## config.mk

```make
export PLATFORM = sky130hd
export DESIGN_NAME = ghr_spec_hist
export DESIGN_NICKNAME = d
export VERILOG_FILES = /design/src/rtl/ghr_spec_pkg.sv /design/src/rtl/ghr_ckpt_table.sv /design/src/rtl/ghr_hist_lane.sv /design/src/rtl/ghr_spec_hist.sv
export SDC_FILE = /design/constraint.sdc
export NUM_CORES = 1
export LEC_CHECK = 0
export BUFFER_PORTS_ARGS = -buffer_cell sky130_fd_sc_hd__buf_2
export CELL_PAD_IN_SITES_DETAIL_PLACEMENT = 2
export CELL_PAD_IN_SITES_GLOBAL_PLACEMENT = 2
export CORE_UTILIZATION = 40
export DETAILED_ROUTE_END_ITERATION = 16
export GPL_ROUTABILITY_DRIVEN = 1
export PLACE_DENSITY = 0.73
export SYNTH_ARGS = -nofsm -noshare
export SYNTH_HDL_FRONTEND = slang
export SYNTH_SLANG_ARGS = --single-unit
export TNS_END_PERCENT = 100
```

## constraint.sdc

```tcl
create_clock -name clk -period 2.42 [get_ports clk]
set_clock_uncertainty 0.05 [all_clocks]
set_input_delay 0.484 -clock clk [delete_from_list [all_inputs] [get_ports clk]]
set_output_delay 0.484 -clock clk [all_outputs]
set_load 0.01 [all_outputs]
```

## src/rtl/ghr_spec_pkg.sv

```systemverilog
package ghr_spec_pkg;

   // Action applied to one thread's history in a cycle
   typedef enum logic [1:0] {
      GH_HOLD    = 2'd0,
      GH_SHIFT   = 2'd1,
      GH_REBUILD = 2'd2,
      GH_RESTORE = 2'd3
   } gh_act_e;

endpackage

```

## src/rtl/ghr_ckpt_table.sv

```systemverilog
module ghr_ckpt_table #(
   parameter int NUM_CKPT = 16,
   parameter int HIST_W   = 12,
   parameter int TID_W    = 1,
   localparam int ID_W    = $clog2(NUM_CKPT)
) (
   input  logic              clk,
   input  logic              rst_n,
   input  logic              wr_en,
   input  logic [ID_W-1:0]   wr_id,
   input  logic [TID_W-1:0]  wr_tid,
   input  logic [HIST_W-1:0] wr_hist,
   input  logic [ID_W-1:0]   fix_id,
   output logic              fix_live,
   output logic [TID_W-1:0]  fix_tid,
   output logic [HIST_W-1:0] fix_hist,
   input  logic              drop_valid,
   input  logic [ID_W-1:0]   drop_id,
   output logic              drop_live,
   output logic [TID_W-1:0]  drop_tid,
   output logic [HIST_W-1:0] drop_hist,
   input  logic              retire_valid,
   input  logic [ID_W-1:0]   retire_id,
   output logic [NUM_CKPT-1:0] live
);

   logic [NUM_CKPT-1:0] live_q;
   logic [TID_W-1:0]    tid_q  [NUM_CKPT];
   logic [HIST_W-1:0]   hist_q [NUM_CKPT];

   assign live      = live_q;
   assign fix_live  = live_q[fix_id];
   assign fix_tid   = tid_q[fix_id];
   assign fix_hist  = hist_q[fix_id];
   assign drop_live = live_q[drop_id];
   assign drop_tid  = tid_q[drop_id];
   assign drop_hist = hist_q[drop_id];

   for (genvar e = 0; e < NUM_CKPT; e++) begin : g_ent
      logic set_e, clr_e;
      assign set_e = wr_en && (wr_id == ID_W'(e));
      assign clr_e = (retire_valid && (retire_id == ID_W'(e))) ||
                     (drop_valid && (drop_id == ID_W'(e)));

      always_ff @(posedge clk) begin
         if (!rst_n) begin
            live_q[e] <= 1'b0;
            tid_q[e]  <= '0;
            hist_q[e] <= '0;
         end else if (set_e) begin
            live_q[e] <= 1'b1;
            tid_q[e]  <= wr_tid;
            hist_q[e] <= wr_hist;
         end else if (clr_e) begin
            live_q[e] <= 1'b0;
         end
      end
   end

   // a capture is live and holds the offered history afterwards
   a_r2_capture: assert property (@(posedge clk) disable iff (!rst_n)
      wr_en |=> live_q[$past(wr_id)] && hist_q[$past(wr_id)] == $past(wr_hist)
                && tid_q[$past(wr_id)] == $past(wr_tid));

   // commit frees the entry unless reallocated in that cycle
   a_r5_release: assert property (@(posedge clk) disable iff (!rst_n)
      (retire_valid && !(wr_en && wr_id == retire_id)) |=> !live_q[$past(retire_id)]);

   // allocation wins over a same-cycle free
   a_r10_alloc_wins: assert property (@(posedge clk) disable iff (!rst_n)
      (wr_en && ((retire_valid && retire_id == wr_id) || (drop_valid && drop_id == wr_id)))
      |=> live_q[$past(wr_id)]);

endmodule

```

## src/rtl/ghr_hist_lane.sv

```systemverilog
module ghr_hist_lane
   import ghr_spec_pkg::*;
#(
   parameter int HIST_W = 12
) (
   input  logic              clk,
   input  logic              rst_n,
   input  gh_act_e           act,
   input  logic              new_bit,
   input  logic [HIST_W-1:0] base,
   output logic [HIST_W-1:0] hist
);

   logic [HIST_W-1:0] hist_q, hist_d;
   logic [HIST_W:0]   shifted_cur, shifted_base;

   assign shifted_cur  = {hist_q, new_bit};
   assign shifted_base = {base, new_bit};

   always_comb begin
      unique case (act)
         GH_SHIFT:   hist_d = shifted_cur[HIST_W-1:0];
         GH_REBUILD: hist_d = shifted_base[HIST_W-1:0];
         GH_RESTORE: hist_d = base;
         default:    hist_d = hist_q;
      endcase
   end

   always_ff @(posedge clk) begin
      if (!rst_n) hist_q <= '0;
      else        hist_q <= hist_d;
   end

   assign hist = hist_q;

   // newest outcome lands in bit 0, older bits move up
   a_r1_shift: assert property (@(posedge clk) disable iff (!rst_n)
      act == GH_SHIFT |=> hist_q[0] == $past(new_bit)
                          && hist_q[HIST_W-1:1] == $past(hist_q[HIST_W-2:0]));

   // rebuild from checkpoint plus true outcome
   a_r3_rebuild: assert property (@(posedge clk) disable iff (!rst_n)
      act == GH_REBUILD |=> hist_q[0] == $past(new_bit)
                            && hist_q[HIST_W-1:1] == $past(base[HIST_W-2:0]));

   // restore is exact
   a_r4_restore: assert property (@(posedge clk) disable iff (!rst_n)
      act == GH_RESTORE |=> hist_q == $past(base));

   // an idle lane keeps its value
   a_r8_hold: assert property (@(posedge clk) disable iff (!rst_n)
      act == GH_HOLD |=> $stable(hist_q));

endmodule

```

## src/rtl/ghr_spec_hist.sv

```systemverilog
module ghr_spec_hist
   import ghr_spec_pkg::*;
#(
   parameter int NUM_THREADS = 2,
   parameter int HIST_W      = 12,
   parameter int STORE_W     = 16,
   parameter int NUM_CKPT    = 16,
   localparam int TID_W      = (NUM_THREADS > 1) ? $clog2(NUM_THREADS) : 1,
   localparam int ID_W       = $clog2(NUM_CKPT)
) (
   input  logic                clk,
   input  logic                rst_n,
   input  logic                upd_valid,
   input  logic [TID_W-1:0]    upd_tid,
   input  logic                upd_taken,
   input  logic                pred_valid,
   input  logic [TID_W-1:0]    pred_tid,
   input  logic [ID_W-1:0]     pred_id,
   output logic [STORE_W-1:0]  pred_snap,
   input  logic                fix_valid,
   input  logic [ID_W-1:0]     fix_id,
   input  logic                fix_taken,
   input  logic                drop_valid,
   input  logic [ID_W-1:0]     drop_id,
   input  logic                retire_valid,
   input  logic [ID_W-1:0]     retire_id,
   input  logic [TID_W-1:0]    obs_tid,
   output logic [STORE_W-1:0]  obs_hist,
   output logic [NUM_CKPT-1:0] live_map
);

   // Elaboration-time parameter checks
   if (HIST_W > STORE_W) begin : g_bad_width
      $error("HIST_W exceeds STORE_W");
   end
   if (HIST_W < 2) begin : g_bad_min
      $error("HIST_W must be at least 2");
   end
   if ((1 << ID_W) != NUM_CKPT) begin : g_bad_depth
      $error("NUM_CKPT must be a power of two");
   end
   if (NUM_THREADS < 1) begin : g_bad_thr
      $error("NUM_THREADS must be positive");
   end

   logic [HIST_W-1:0] lane_hist [NUM_THREADS];
   logic [HIST_W-1:0] sel_pred, sel_obs;

   logic              fix_live, drop_live;
   logic [TID_W-1:0]  fix_tid, drop_tid;
   logic [HIST_W-1:0] fix_hist, drop_hist;
   logic              fix_hit, drop_hit;

   always_comb begin
      sel_pred = '0;
      sel_obs  = '0;
      for (int t = 0; t < NUM_THREADS; t++) begin
         if (pred_tid == TID_W'(t)) sel_pred = lane_hist[t];
         if (obs_tid  == TID_W'(t)) sel_obs  = lane_hist[t];
      end
   end

   assign pred_snap = STORE_W'(sel_pred);
   assign obs_hist  = STORE_W'(sel_obs);

   ghr_ckpt_table #(
      .NUM_CKPT (NUM_CKPT),
      .HIST_W   (HIST_W),
      .TID_W    (TID_W)
   ) u_tab (
      .clk          (clk),
      .rst_n        (rst_n),
      .wr_en        (pred_valid),
      .wr_id        (pred_id),
      .wr_tid       (pred_tid),
      .wr_hist      (sel_pred),
      .fix_id       (fix_id),
      .fix_live     (fix_live),
      .fix_tid      (fix_tid),
      .fix_hist     (fix_hist),
      .drop_valid   (drop_valid),
      .drop_id      (drop_id),
      .drop_live    (drop_live),
      .drop_tid     (drop_tid),
      .drop_hist    (drop_hist),
      .retire_valid (retire_valid),
      .retire_id    (retire_id),
      .live         (live_map)
   );

   assign fix_hit  = fix_valid  && fix_live;
   assign drop_hit = drop_valid && drop_live;

   for (genvar t = 0; t < NUM_THREADS; t++) begin : g_lane
      gh_act_e           act;
      logic              nbit;
      logic [HIST_W-1:0] base;

      always_comb begin
         act  = GH_HOLD;
         nbit = 1'b0;
         base = '0;
         if (drop_hit && drop_tid == TID_W'(t)) begin
            act  = GH_RESTORE;
            base = drop_hist;
         end else if (fix_hit && fix_tid == TID_W'(t)) begin
            act  = GH_REBUILD;
            base = fix_hist;
            nbit = fix_taken;
         end else if (upd_valid && upd_tid == TID_W'(t)) begin
            act  = GH_SHIFT;
            nbit = upd_taken;
         end
      end

      ghr_hist_lane #(.HIST_W(HIST_W)) u_lane (
         .clk     (clk),
         .rst_n   (rst_n),
         .act     (act),
         .new_bit (nbit),
         .base    (base),
         .hist    (lane_hist[t])
      );

      // a dead checkpoint with no update leaves the lane alone
      a_r7_dead_ignored: assert property (@(posedge clk) disable iff (!rst_n)
         (!(upd_valid && upd_tid == TID_W'(t)) &&
          !(fix_valid && fix_live) && !(drop_valid && drop_live))
         |=> $stable(lane_hist[t]));
   end

   // nothing live right after reset
   a_r9_reset_empty: assert property (@(posedge clk)
      $rose(rst_n) |-> live_map == '0);

endmodule

```

Word level (Yosys, flattened, before mapping):

Memories as Yosys holds them, arrays and structs flattened.
Cells that the tools add are included.

* magnitude comparators: 2
* eq/ne operators: 51
* multiplexer cells: 137
* bitwise operators: 35
* reductions and logical operators: 93

Operator list (count)
* $mux W12: 22
* $mux W1: 107
* $eq A4 B4 Y1 const B: 24
* $pmux W12 S3: 2
* $logic_and A1 B1 Y1: 56
* $eq A4 B3 Y1 const B: 12
* $or A1 B1 Y1: 32
* $reduce_bool A2 Y1: 16
* $eq A4 B2 Y1 const B: 6
* $logic_or A1 B1 Y1: 16
* $eq A4 B1 Y1 const B: 3
* $logic_not A4 Y1: 3
* $lt A4 B5 Y1 const B: 2
* $bmux W1 S4: 2
* $eq A2 B2 Y1 const B: 4
* $mux W2: 4
* $reduce_bool A3 Y1: 2
* $eq A2 B1 Y1 const B: 2
* $not A1 Y1: 3

* flip-flop bits (word level): 40
* RAM bits: 208
* input bits: 28
* output and inout bits: 48
* logic and storage cells: 338
* memories kept: 2

Memory list
* u_tab.hist_q: words 16, width 12, rd ports 2, clocked after memory_dff 0, wr ports 16, RTL line ghr_ckpt_table.sv:29 `logic [HIST_W-1:0] hist_q [NUM_CKPT];`
* u_tab.tid_q: words 16, width 1, rd ports 2, clocked after memory_dff 0, wr ports 16, RTL line ghr_ckpt_table.sv:28 `logic [TID_W-1:0] tid_q [NUM_CKPT];`

Logic depth before layout (Yosys ltp):

Gate-level depths: netlist of run 1.

* depth after elaboration: 8
* gate-level depth with buffers: 9
* gate-level depth less buffers: 6

Hierarchy:

From an unflattened synthesis of run 1, not the netlist that was laid out.

* cell total of the unflattened synthesis: 1011
* area total of the unflattened synthesis: 14018.4 sq um

Modules (own cells, without submodules)
* ghr_ckpt_table: instances 1, cells each 819, area an instance 12014.0 sq um, seq. area each 6556.3 sq um
* ghr_hist_lane: instances 2, cells each 55, area an instance 620.6 sq um, seq. area each 240.2 sq um
* ghr_spec_hist: instances 1, cells each 82, area an instance 763.2 sq um, seq. area each 0.0 sq um

Worst setup path after synthesis of run 1:

Ideal clock, no wire load.

* path type: input -> output
* start point: input port pred_tid
* end point: output port pred_snap[11]
* arrival: 2.047 ns
* data required time: 1.886 ns
* slack: -0.161 ns
* stages: 5
* path buffers: 3
* path through: clkbuf_1 -> buf_1 -> mux2i_1 -> clkbuf_1 -> inv_1

* cells in the longest elaborated chain, start to end: 1

RTL lines
* from (decl): RTL line ghr_spec_hist.sv:17 `input logic [TID_W-1:0] pred_tid,`
* $mux W12: RTL line ghr_spec_hist.sv:58 `if (pred_tid == TID_W'(t)) sel_pred = lane_hist[t];`
* to (decl): RTL line ghr_spec_hist.sv:19 `output logic [STORE_W-1:0] pred_snap,`

No other way between the ends.

Worst setup path in the final report of run 1:

* start point: register g_lane[1].u_lane.hist_q[4]
* end point: output port pred_snap[4]

* cells in the longest elaborated chain, start to end: 1

RTL lines
* from (decl): RTL line ghr_hist_lane.sv:14 `logic [HIST_W-1:0] hist_q, hist_d;`
* from (signal assigned): RTL line ghr_hist_lane.sv:31 `else hist_q <= hist_d;`
* $mux W12: RTL line ghr_spec_hist.sv:58

No other way between the ends.

==> results.toml, run 1 <==
[yosys]
synth_commonest_cells = "nor2_1 (224), edfxtp_1 (207), mux4_2 (129)"
synth.avg_cell_area_sq_um = 13.5
synth-async-reset-ratio = 0
synth_most_common_cell = "nor2_1"
synth_seq_cells = 248
synth_top_cells_by_area = "edfxtp_1 (47%), mux4_2 (22%), nor2_1 (6.4%)"
ys_seq_area_frac = 0.537
synth_area_leader_cell = "edfxtp_1"
synth_area_sq_um = 13100
yosys_most_used_dff = "edfxtp_1"
synth_cells = 969
ys_types = 41
yosys.area.top_type_share = 0.475
synth_edf_count = 207
ys_warn_count = 0

[clock_network]
ctsRootBufferMaster = "clkbuf_16"
htreeDepth = 1
clk_pin_slew_ps = 60
cts_resized = 0
cts-hold-fix-buffers = 0
post_cts_buffers = 0
clk-insertion-delay-late_ps = 570
cts.sinks = 248
cts_tree = "yes"
clock_path_buffers = 3
cts_made_buffers = 28

[critical_path]
crit_path_end_kind = "output pin"
start_kind = "flip-flop"
r2r_end = "g_lane[1].u_lane.hist[4]"
path_cells = "mux2i_1 -> buf_4 -> inv_1 -> buf_2"
path_max_fanout = 4
critPathKind = "reg -> out"
rr_worst_depth = 6
timing.rr.start = "u_tab.tid_q[11]"
arrival_ps = 1770
cp_num_buf_inv = 3
max_stage_delay_ps = 460
critical-path-top-delay-family = "multiplexers"
critical-path-slowest-cell = "mux2i_1"
worstPathRequired_ps = 1890
r2r_slack_ps = 200

[route]
drc_errors = 0
routed_via_density = 6.30
vias = 9716
wire_per_inst_microns = 32.7
drtAntennaViolNets = 0
drtPass1Iterations = 5
drt_wl_total_mm = 50.4
drt_iter0_drc = 1203

[cells_and_area]
drive_above_1_share = 0.345
final_area_sq_um = 15500
final_nets = 1112
nFillCells = 3108
syn_to_final_growth_pct = 18.0
diodes = 0

[global_route]
grt_max_degree = 33
antenna_found_initial = 1
overflow = 0
grt_pass1_wl_mm = 73.1
grt_pass1_vias = 10393
grt_use_total = 0.310

[pwr]
comb_power_share = 0.138
power_density_nw_per_um2 = 681
peakVddDrop_v = 0.000414
leakage_nw = 5.59
p_sw_frac = 0.261
seqPwrFrac = 0.469
internal_power_w = 0.00778
switching_power_w = 0.00274
p_clk_frac = 0.393

[timing]
clock.fmax_ghz = 0.434
rsz0062_at_grt = "no"
relSlewSlack = 0.602
setup_slack_ps = 118
finalHoldViolations = 0
worstMarginPinSlew_ps = 597
fin_crit_sh = 0.951
drv_slew = 0
period_minus_slack_ps = 2300
finalSetupViolCount = 0
finalSetupTns_ps = 0

[place]
post-place-ws_ps = -170
place_area_sq_um = 14600
globalplace.congestion = 0.815
dp_hpwl_mm = 33.7
portBuffers = 67

[flow_run]
cap_viol_max_count = 0

[floorplan]
core_sq_um = 31900
die_x_microns = 183
dieArea_sq_um = 33500
start_util = 0.411
rows = 65
top_level_ports = 76
die_h_microns = 183

[status]
status = "complete, no violations"

[worst_hold_path]
hp-start = "fix_taken"
min_path_cells = 3
hold_path_end = "g_lane[0].u_lane.hist[0]"
hp-class = "in -> reg"
==> worst reg2reg max path: cells and delay by family, from the launching register on <==
kind	cells	cell delay (ps)
DFF	1	420
AOI/OAI and AO/OA	2	400
and+or+nand+nor	1	90
muxes	2	990
buffers and inverters	1	160
==> per-stage QoR <==
| stage | instances | hold slack, ps | utilization | total power (W) |
|---|---|---|---|---|
| floorplan | 976 | 409 | - | 0.00581 |
| global placement | 1489 | 445 | 0.457 | 0.00639 |
| detailed placement | 1489 | 452 | 0.457 | 0.00646 |
| CTS | 1541 | 200 | 0.485 | 0.0106 |
| global route | 1541 | 226 | 0.485 | 0.0108 |
| finish | 1541 | 202 | 0.485 | 0.0105 |
==> how the worst max path moves through the flow <==
stage / startpoint / to / slack (ps) / cells past startpoint
floorplan: fix_id[0] / g_lane[1].u_lane.hist[10] / -3 / 7
global route: g_lane[1].u_lane.hist[4] / pred_snap[4] / 90 / 4
CTS: g_lane[0].u_lane.hist[10] / pred_snap[10] / 110 / 4
global placement: fix_id[0] / g_lane[1].u_lane.hist[7] / -70 / 7
finish: g_lane[1].u_lane.hist[4] / pred_snap[4] / 120 / 4
detailed placement: fix_id[0] / g_lane[1].u_lane.hist[4] / -170 / 7
==> layout make-up <==
class,count,area [sq um],area share
Clock buffer,37,734,0.0475
Sequential cell,248,7040,0.455
Timing Repair Buffer,166,1330,0.0863
Inverter,17,63.8,0.00413
Tap cell,435,544,0.0352
Clock inverter,15,135,0.00875
Multi-Input combinational cell,623,5600,0.363
==> flip-flops by register name (all words and copies together), names as in the netlist <==
register            cells
g_lane.u_lane.hist     24
u_tab.tid_q            16
u_tab.hist_q          192
u_tab.live             16
==> logic make-up after synthesis <==
logic type      count (synthesis)  share of synthesized area
simple gates                  345                      0.109
flops                         248                      0.537
mux                           186                      0.268
buf+inv                       105                     0.0370
compound gates                 84                     0.0482
other cells                     1                   0.000286
==> cells in the final DEF (no fill, tap or decap), types with 13 or more instances in the layout <==
master | Yosys | layout
nand3_1 | 17 | 17
mux4_2 | 129 | 129
edfxtp_1 | 207 | 207
mux2_2 | 28 | 28
and3_1 | 13 | 13
nand2_1 | 67 | 67
mux2i_1 | 29 | 28
buf_4 | 13 | 81
nor2_1 | 224 | 224
o21ai_1 | 1 | 17
dfxtp_1 | 41 | 41
buf_12 | 0 | 20
buf_2 | 15 | 65
o21ai_0 | 32 | 16
o22ai_1 | 22 | 22
inv_1 | 17 | 17
clkbuf_16 | 0 | 28
==> metal layers <==
layer  track usage  up-vias  part of all wire
met2         0.508      570              0.48
met4         0.115        0             0.037
li1              -     3919                 -
met5             0        -                 0
met3        0.0602      122             0.093
met1         0.411     5105              0.39
==> power groups by stage <==
stage | clock network (W) | logic [W] | registers [W]
final | 0.00413 | 0.00146 | 0.00493
after detailed placement | 0 | 0.00144 | 0.00501
after floorplan | 0 | 0.000853 | 0.00495
after global placement | 0 | 0.00140 | 0.00499
after CTS | 0.00418 | 0.00145 | 0.00493
after global routing | 0.00432 | 0.00153 | 0.00494
No activity file was read; power rests on OpenSTA's default activity.
==> inputs of run 2 (changes only) <==
CORE_UTILIZATION = 25   (was 40)
PLACE_DENSITY = 0.48   (was 0.73)
==> run 2 against run 1 <==
Die area rose by 59%. Total power rose by 3.1%. Critical endpoint is now g_lane[1].u_lane.hist[11]. Design area rose by 3.7%.
==> results.toml, run 2 (synthesized netlist as in run 1, its figures left out) <==
[clock_network]
cts_tree = "yes"
post_cts_buffers = 0
cts-hold-fix-buffers = 0
cts.sinks = 248
cts_made_buffers = 30
clock_path_buffers = 3
ctsRootBufferMaster = "clkbuf_16"
clk_pin_slew_ps = 60
cts_resized = 0
clk-insertion-delay-late_ps = 590
htreeDepth = 1

[global_route]
grt_use_total = 0.200
grt_max_degree = 35
antenna_found_initial = 2
grt_pass1_wl_mm = 75.3
overflow = 0
grt_pass1_vias = 9789

[pwr]
leakage_nw = 5.67
internal_power_w = 0.00799
peakVddDrop_v = 0.000490
switching_power_w = 0.00286
comb_power_share = 0.139
power.total_w = 0.0108
power_density_nw_per_um2 = 677
p_sw_frac = 0.263
seqPwrFrac = 0.453
p_clk_frac = 0.408

[worst_hold_path]
min_path_cells = 3
hp-class = "in -> reg"

[timing]
fin_crit_sh = 0.921
worstMarginPinSlew_ps = 620
finalSetupTns_ps = 0
hold_slack_ps = 213
rsz0062_at_grt = "no"
period_minus_slack_ps = 2230
clock.fmax_ghz = 0.449
finalHoldViolations = 0
drv_slew = 0
finalSetupViolCount = 0
relSlewSlack = 0.586
setup_slack_ps = 192

[floorplan]
start_util = 0.254
core_sq_um = 51500
die_x_microns = 231
die_h_microns = 231
rows = 83
top_level_ports = 76
dieArea_sq_um = 53300

[route]
drtPass1Iterations = 5
drtAntennaViolNets = 0
routed_via_density = 5.06
wire_per_inst_microns = 29.4
drc_errors = 0
vias = 9059
drt_wl_total_mm = 52.7
drt_iter0_drc = 719

[critical_path]
r2r_slack_ps = 190
timing.rr.start = "u_tab.tid_q[15]"
startpoint = "u_tab.tid_q[15]"
critPathKind = "reg -> reg"
r2r_end = "g_lane[1].u_lane.hist[11]"
crit_path_end_kind = "flip-flop"
rr_worst_depth = 6
crit_end = "g_lane[1].u_lane.hist[11]"
path_max_fanout = 12
start_kind = "flip-flop"
arrival_ps = 2650
worstPathRequired_ps = 2840

[cells_and_area]
final_common_cell = "nor2_1"
final_nets = 1116
drive_above_1_share = 0.373
diodes = 0
final_util = 0.311
mostFrequentLayoutCells = "nor2_1 (224), edfxtp_1 (207), mux4_2 (129), buf_4 (77), nand2_1 (67)"
largest_register_ffs = 192
largest-register = "u_tab.hist_q"
syn_to_final_growth_pct = 22.4

[place]
dp_hpwl_mm = 34.8
globalplace.congestion = 0.772
portBuffers = 67
post-place-ws_ps = -163

[flow_run]
cap_viol_max_count = 0

[status]
status = "complete, no violations"
==> run 2: final cells by class <==
type,count,area [sq um]
fillers,5405,35500
flip-flops and latches,248,7040
multi-input cells,623,5690
repair buffers,168,1420
clock buffers,48,898
well taps,680,851
inverters,17,63.8
clock inverters,8,57.6
==> run 2: layer usage <==
layer | global-route usage | routed length (microns) | vias to the layer above | part of all wire
met1 | 0.274 | 23700 | 4878 | 0.45
met2 | 0.340 | 25800 | 203 | 0.49
met3 | 0.0259 | 2420 | 46 | 0.046
met4 | 0.0377 | 748 | 0 | 0.014
met5 | 0 | 0 | - | 0
li1 | - | - | 3932 | -
==> run 2: critical path, cell delays in order, from the launching register on <==
cell and delay [ps]:
edfxtp_1 440, mux4_2 490, mux4_2 520, o21ai_2 100
nand2_2 90, buf_12 170, o32ai_1 270
==> run 2: how the worst min path moves through the flow <==
stage	from	end	slack (ps)
6_report	fix_taken	g_lane[0].u_lane.hist[0]	210
5_1_grt	fix_taken	g_lane[0].u_lane.hist[0]	220
2_1_floorplan	u_tab.tid_q[8]	u_tab.tid_q[8]	410
4_1_cts	fix_taken	g_lane[1].u_lane.hist[0]	190
3_5_place_dp	u_tab.tid_q[8]	u_tab.tid_q[8]	460
3_3_place_gp	u_tab.tid_q[8]	u_tab.tid_q[8]	440
==> run 2: through the flow <==
stage / area [sq um] / cells
5_1_grt: 16000 / 1792
3_5_place_dp: 15100 / 1736
2_1_floorplan: 13100 / 976
3_3_place_gp: 15100 / 1736
4_1_cts: 16000 / 1792
6_report: 16000 / 1792
==> run 2: power by group through the flow <==
stage               Combinational, W  Sequential, W  Clock [W]
global route                 0.00160        0.00494    0.00467
finish                       0.00150        0.00492    0.00442
floorplan                   0.000853        0.00495          0
CTS                          0.00153        0.00492    0.00452
global placement             0.00152        0.00500          0
detailed placement           0.00153        0.00501          0
